File: config.mk
export PLATFORM = sky130hd
export DESIGN_NAME = pwm4_gen
export DESIGN_NICKNAME = d
export VERILOG_FILES = /design/src/rtl/pwm4_pkg.sv /design/src/rtl/pwm4_tick_div.sv /design/src/rtl/pwm4_period_cnt.sv /design/src/rtl/pwm4_shadow.sv /design/src/rtl/pwm4_chan.sv /design/src/rtl/pwm4_gen.sv
export SDC_FILE = /design/constraint.sdc
export NUM_CORES = 1
export LEC_CHECK = 0
export ABC_AREA = 1
export BUFFER_PORTS_ARGS = -buffer_cell sky130_fd_sc_hd__buf_2
export CAP_MARGIN = 20
export CORE_MARGIN = 8
export CORE_UTILIZATION = 40
export CTS_CLUSTER_SIZE = 25
export DETAILED_ROUTE_END_ITERATION = 12
export GPL_TIMING_DRIVEN = 0
export REMOVE_ABC_BUFFERS = 1
export SYNTH_ARGS = -nofsm -noshare
export SYNTH_HDL_FRONTEND = slang
export SYNTH_HIERARCHICAL = 1
export SYNTH_SLANG_ARGS = --single-unit
File: constraint.sdc
create_clock -name clk -period 3.1 [get_ports clk]
set_clock_uncertainty 0.1 [all_clocks]
set_input_delay 0.62 -clock clk [delete_from_list [all_inputs] [get_ports clk]]
set_output_delay 0.62 -clock clk [all_outputs]
set_load 0.01 [all_outputs]
File: src/rtl/pwm4_pkg.sv
package pwm4_pkg;
  localparam int unsigned CNT_W = 15;
  localparam int unsigned N_CH  = 4;
  localparam int unsigned PSC_W = 3;

  typedef enum logic {
    CNT_EDGE   = 1'b0,
    CNT_CENTER = 1'b1
  } cnt_mode_e;
endpackage

File: src/rtl/pwm4_tick_div.sv
module pwm4_tick_div #(
  parameter int PSC_W = 3
) (
  input  logic             clk,
  input  logic             rst,
  input  logic             en,
  input  logic [PSC_W-1:0] psc,
  output logic             tick
);
  localparam int DIV_W = (1 << PSC_W) - 1;

  logic [DIV_W-1:0] div_q;
  logic [DIV_W-1:0] mask;

  // low p bits all ones marks the last clock of a 2^p group
  always_comb mask = ~({DIV_W{1'b1}} << psc);

  assign tick = en && ((div_q & mask) == mask);

  always_ff @(posedge clk) begin
    if (rst || !en) div_q <= '0;
    else            div_q <= div_q + 1'b1;
  end
endmodule

File: src/rtl/pwm4_period_cnt.sv
module pwm4_period_cnt
  import pwm4_pkg::*;
#(
  parameter int CW = 15
) (
  input  logic          clk,
  input  logic          rst,
  input  logic          en,
  input  logic          tick,
  input  cnt_mode_e     mode,
  input  logic [CW-1:0] top,
  output logic [CW-1:0] cnt,
  output logic          bnd
);
  logic [CW-1:0] cnt_q, cnt_d;
  logic          dn_q, dn_d;
  logic          wrap;

  always_comb begin
    cnt_d = cnt_q;
    dn_d  = dn_q;
    wrap  = 1'b0;
    if (mode == CNT_EDGE) begin
      dn_d = 1'b0;
      if (cnt_q >= top) begin
        cnt_d = '0;
        wrap  = 1'b1;
      end else begin
        cnt_d = cnt_q + 1'b1;
      end
    end else if (top == '0) begin
      cnt_d = '0;
      dn_d  = 1'b0;
      wrap  = 1'b1;
    end else if (!dn_q && (cnt_q < top)) begin
      cnt_d = cnt_q + 1'b1;
    end else begin
      cnt_d = cnt_q - 1'b1;
      dn_d  = 1'b1;
      if (cnt_d == '0) begin
        dn_d = 1'b0;
        wrap = 1'b1;
      end
    end
  end

  assign bnd = tick && wrap;
  assign cnt = cnt_q;

  always_ff @(posedge clk) begin
    if (rst || !en) begin
      cnt_q <= '0;
      dn_q  <= 1'b0;
    end else if (tick) begin
      cnt_q <= cnt_d;
      dn_q  <= dn_d;
    end
  end
endmodule

File: src/rtl/pwm4_shadow.sv
module pwm4_shadow
  import pwm4_pkg::*;
#(
  parameter int CW  = 15,
  parameter int NCH = 4
) (
  input  logic                    clk,
  input  logic                    rst,
  input  logic                    en,
  input  logic                    bnd,
  input  logic                    center_i,
  input  logic [CW:0]             top_i,
  input  logic [CW-1:0]           cmp_i,
  input  logic                    pol_i,
  input  logic [NCH-1:0]          load_i,
  output cnt_mode_e               act_mode,
  output logic [CW-1:0]           act_top,
  output logic [NCH-1:0][CW-1:0]  act_cmp,
  output logic [NCH-1:0]          act_pol
);
  localparam logic [CW:0] TOP_MAX = {1'b0, {CW{1'b1}}};

  logic [NCH-1:0][CW-1:0] pend_cmp_q, pend_cmp_d;
  logic [NCH-1:0]         pend_pol_q, pend_pol_d;
  logic [CW-1:0]          top_sat;
  logic                   take;

  assign top_sat = (top_i > TOP_MAX) ? TOP_MAX[CW-1:0] : top_i[CW-1:0];
  assign take    = !en || bnd;

  for (genvar i = 0; i < NCH; i++) begin : g_pend
    always_comb begin
      pend_cmp_d[i] = load_i[i] ? cmp_i : pend_cmp_q[i];
      pend_pol_d[i] = load_i[i] ? pol_i : pend_pol_q[i];
    end
  end

  always_ff @(posedge clk) begin
    if (rst) begin
      pend_cmp_q <= '0;
      pend_pol_q <= '0;
      act_cmp    <= '0;
      act_pol    <= '0;
      act_top    <= '0;
      act_mode   <= CNT_EDGE;
    end else begin
      pend_cmp_q <= pend_cmp_d;
      pend_pol_q <= pend_pol_d;
      if (take) begin
        act_cmp  <= pend_cmp_d;
        act_pol  <= pend_pol_d;
        act_top  <= top_sat;
        act_mode <= center_i ? CNT_CENTER : CNT_EDGE;
      end
    end
  end
endmodule

File: src/rtl/pwm4_chan.sv
module pwm4_chan #(
  parameter int CW = 15
) (
  input  logic          clk,
  input  logic          rst,
  input  logic          en,
  input  logic [CW-1:0] cnt,
  input  logic [CW-1:0] top,
  input  logic [CW-1:0] cmp,
  input  logic          pol,
  output logic          pin
);
  logic active;

  assign active = (cmp != '0) && ((cmp >= top) || (cnt < cmp));

  always_ff @(posedge clk) begin
    if (rst)     pin <= 1'b0;
    else if (en) pin <= active ^ pol;
  end
endmodule

File: src/rtl/pwm4_gen.sv
module pwm4_gen
  import pwm4_pkg::*;
#(
  parameter int CW    = CNT_W,
  parameter int NCH   = N_CH,
  parameter int PSC_W = pwm4_pkg::PSC_W
) (
  input  logic             clk,
  input  logic             rst,
  input  logic             en,
  input  logic             center,
  input  logic [PSC_W-1:0] psc,
  input  logic [CW:0]      top_val,
  input  logic [CW-1:0]    cmp_val,
  input  logic             cmp_pol,
  input  logic [NCH-1:0]   cmp_load,
  output logic [NCH-1:0]   pwm_out,
  output logic             period_end
);
  logic                   tick;
  logic                   bnd;
  logic [CW-1:0]          cnt_q;
  cnt_mode_e              act_mode;
  logic [CW-1:0]          act_top;
  logic [NCH-1:0][CW-1:0] act_cmp;
  logic [NCH-1:0]         act_pol;

  pwm4_tick_div #(.PSC_W(PSC_W)) u_div (
    .clk(clk), .rst(rst), .en(en), .psc(psc), .tick(tick)
  );

  pwm4_period_cnt #(.CW(CW)) u_cnt (
    .clk(clk), .rst(rst), .en(en), .tick(tick), .mode(act_mode),
    .top(act_top), .cnt(cnt_q), .bnd(bnd)
  );

  pwm4_shadow #(.CW(CW), .NCH(NCH)) u_shd (
    .clk(clk), .rst(rst), .en(en), .bnd(bnd), .center_i(center),
    .top_i(top_val), .cmp_i(cmp_val), .pol_i(cmp_pol), .load_i(cmp_load),
    .act_mode(act_mode), .act_top(act_top), .act_cmp(act_cmp), .act_pol(act_pol)
  );

  for (genvar i = 0; i < NCH; i++) begin : g_ch
    pwm4_chan #(.CW(CW)) u_ch (
      .clk(clk), .rst(rst), .en(en), .cnt(cnt_q), .top(act_top),
      .cmp(act_cmp[i]), .pol(act_pol[i]), .pin(pwm_out[i])
    );
  end

  always_ff @(posedge clk) begin
    if (rst) period_end <= 1'b0;
    else     period_end <= bnd;
  end
endmodule

==> results.md <==
- Status: finished, final reports clean
- Final setup fails: 0
- Worst EP arrival: 3.16 ns
- Synth-to-layout area growth: 10.05%
- Leak: 7.104 nW
- Post-route ant nets: 0
- # diodes: 0
- Crit path kind: register to register
- Most frequent CP cell: nor2_4
- Final Non-Filler Cells: 2376
- Design area: 13390 um2
- Largest net degree at the start of global routing: 81
- Hpwl dp: 24.42 mm
- Clock Latency Late Sink: 0.44 ns
- Post-synth EDFFs: 0
- Synth cell types: 33
- Worst min path class: primary input to register
- Critical Path Source Type: register
- DP Cell Count: 2330
- Final period util: 94.29%
- Hold Startpoint: center
- RSZ-0062 raised after global routing: true
- Worst R2R Start: u_shd/act_top[12]
- Vias in the first global route: 10680
- Rel. slew slack: 27.51%
- Setup_tns: 0 ns
- Area after DPL: 12600 um2
- Overflow after GRT: 0
- Drt pass-1 iters: 5
- Syn Inst Count: 1946
- Yosys reg bits: 172
- CTS Root Cell: clkbuf_16
- First-pass GRT wire length: 56.06 mm
- Tmin final: 2.923 ns
- Initial core utilization: 40.20%
- Rows: 64
- Hold Fails Final Rpt: 0
- CP endpoint kind: register
- Peak fanout along the critical path: 36
- # clock sinks: 172
- WL/cell: 14.87 um
- PwrDens: 433.1 nW/um2
- Worst-Margin Slew: 1.083 ns
- Maxcap violations: 0
- CTS buffer count: 17
- R2R Path End: u_shd/act_cmp[0]
- Gpl congestion: 0.8599
- Slowest cell delay on critical path: 0.41 ns
- Avg Cell Area, Syn: 6.253 um2
- Die X: 190.4 um
- GRT Total Usage: 19.54%
- DR iter-0 viols: 692
- Ports: 48
- TritonCTS clock tree: yes
- Hold Crit Depth: 3
- Crit path max-delay family: simple AND/OR/NAND/NOR gates
- Fmax: 342.1 MHz
- Hold buffers post-CTS: 0
- Post-route setup slack: 0.1770 ns
- Fill count: 3253
- Fraction of final layout cells sized beyond drive strength 1: 10.10%
- DRC viols: 0
- H-Tree Depth: 4
- VDD IR max: 0.0004236 V
- Routed WL: 35.34 mm
- Hold endpoint: u_shd/act_mode
- Placement Setup Slack: -1.286 ns
- Worst r2r path cells: 17
- Synthesized area: 12170 um2
- Die footprint: 36260 um2
- Worst-path clk slew: 0.08 ns
- Finished Core Util: 44.24%
- Antenna violations before repair: 0
- Fraction of registers with async set/reset: 0%
- Via density: 4.864
- CP max-delay cell: dfxtp_4
- Worst Path Required: 3.34 ns
- R2R Setup Slk: 0.18 ns
- Worst-path cell chain: inv_1, ha_1, nand2_1, nor2_4, nand3_2, nor2_2, nand2_2, nand2_1, inv_2, nand2_4, inv_1, nor2_4, nor2_4, buf_12, buf_12, nor2_1, nor2_1
- Sequential element share of the synthesized area: 28.30%
- Core area: 30270 um2
- Fin. max-slew vios: 0
- Die Span Y: 190.4 um
- Vias: 11560
- Worst Path Buf+Inv: 5
- Final #Nets: 2145
- Input/output buffers: 47
- Yosys warns: 6
- Clock tree buffer depth: 2
- Ys flop type: dfxtp_1
flip-flops by register name, indices dropped and copies added (netlist names):
name / cells
g_ch.u_ch/pin: 4
period_end: 1
u_cnt/cnt: 15
u_cnt/dn_q: 1
u_div/div_q: 7
u_shd/act_cmp: 60
u_shd/act_mode: 1
u_shd/act_pol: 4
u_shd/act_top: 15
u_shd/pend_cmp_q: 60
u_shd/pend_pol_q: 4
power by group:
part / internal (mW) / total, mW / switching (mW)
clock network: 1.11 / 2.18 / 1.07
registers: 2.34 / 2.50 / 0.157
logic: 0.412 / 1.13 / 0.718
total: 3.86 / 5.80 / 1.94
layout make-up:
cell class                      instances  area, um2  area share (%)
Multi-Input combinational cell       1364       7076           52.84
Sequential cell                       172       3492           26.08
Inverter                              348       1326           9.904
Tap cell                              396      495.5           3.700
Clock buffer                           19      452.9           3.382
Timing Repair Buffer                   64      429.2           3.205
Clock inverter                         13      120.1          0.8969
worst reg2reg max path, delay by kind of cell, from the launching register on:
kind,cells,cell delay [ns]
flops,1,0.41
buf+inv,5,0.66
simple gates,11,1.36
fa+ha+maj,1,0.30
kinds of logic (layout without fill, tap and decap cells):
logic type,Yosys count,after routing,share of synthesized area (%)
compound gates,171,171,7.197
xor+xnor,18,18,1.295
fa+ha+maj,135,135,13.88
buf+inv,411,444,13.94
flops,172,172,28.30
simple gates,1039,1040,35.39
layer usage:
layer	routed length [um]	up-vias	track usage, %
met5	0	-	0
met4	1079	0	7.130
met3	1521	55	2.944
met2	16170	250	32.04
met1	16570	5240	25.67
li1	-	6013	-
cells in the final DEF, fill, tap and decap left out, drive strengths merged:
master | Yosys | layout
clkinv | 1 | 2
a21o | 5 | 5
nand4 | 8 | 8
a21oi | 133 | 133
inv | 347 | 355
clkbuf | 12 | 19
nand3b | 1 | 1
xor2 | 16 | 16
nand3 | 112 | 112
nor4 | 13 | 13
clkinvlp | 0 | 4
nor2 | 278 | 279
o21ai | 31 | 31
nor3 | 18 | 18
buf | 51 | 64
ha | 135 | 135
nand2 | 609 | 609
xnor2 | 2 | 2
dfxtp | 172 | 172
a31oi | 1 | 1
o211ai | 1 | 1
Yosys cell counts (2+ instances only):
library cell / n / area [um2]
nand3_1: 102 / 510.5
xnor2_1: 2 / 17.52
buf_4: 11 / 82.58
dfxtp_1: 172 / 3443
nor3_2: 6 / 60.06
nand2_1: 600 / 2252
nor2_2: 22 / 137.6
o21ai_0: 25 / 125.1
a21o_1: 5 / 37.54
ha_1: 135 / 1689
o21ai_1: 6 / 30.03
buf_2: 28 / 140.1
nor2_4: 3 / 33.78
nand4_1: 8 / 50.05
clkbuf_1: 12 / 45.04
nand2_2: 9 / 56.30
xor2_1: 16 / 140.1
inv_1: 330 / 1239
buf_6: 10 / 112.6
buf_1: 2 / 7.510
nor2_1: 253 / 949.7
inv_2: 16 / 60.06
a21oi_1: 132 / 660.6
nor3_1: 12 / 60.06
nand3_2: 9 / 90.09
nor4_1: 13 / 81.33
per-stage QoR:
stage | power [mW] | hold WS (ns)
final | 5.801 | 0.3159
after floorplan | 3.264 | 0.3405
after global placement | 3.619 | 0.3553
after CTS | 5.849 | 0.2981
after detailed placement | 3.652 | 0.3601
after global routing | 6.142 | 0.3238
worst max path at each step:
stage	startpoint	to	slack [ns]	cells after the start
6_report	u_shd/act_top[12]	u_shd/act_cmp[0]	0.18	17
5_1_grt	u_cnt/cnt[10]	u_shd/act_top[12]	0.01	12
4_1_cts	u_shd/act_top[11]	u_shd/act_pol[0]	0.0005	17
3_5_place_dp	en	u_shd/act_cmp[12]	-1.29	15
3_3_place_gp	en	u_shd/act_pol[0]	-3.43	12
2_1_floorplan	u_cnt/cnt[2]	u_shd/act_mode	-0.84	15
what timing repair did:
item,in CTS,in global routing
resized for setup,32,19
pin swaps,2,1
cloned,1,0
setup endpoints to repair,81,80
setup buffers,2,11
Note: power is estimated with default switching activity, not from simulation.
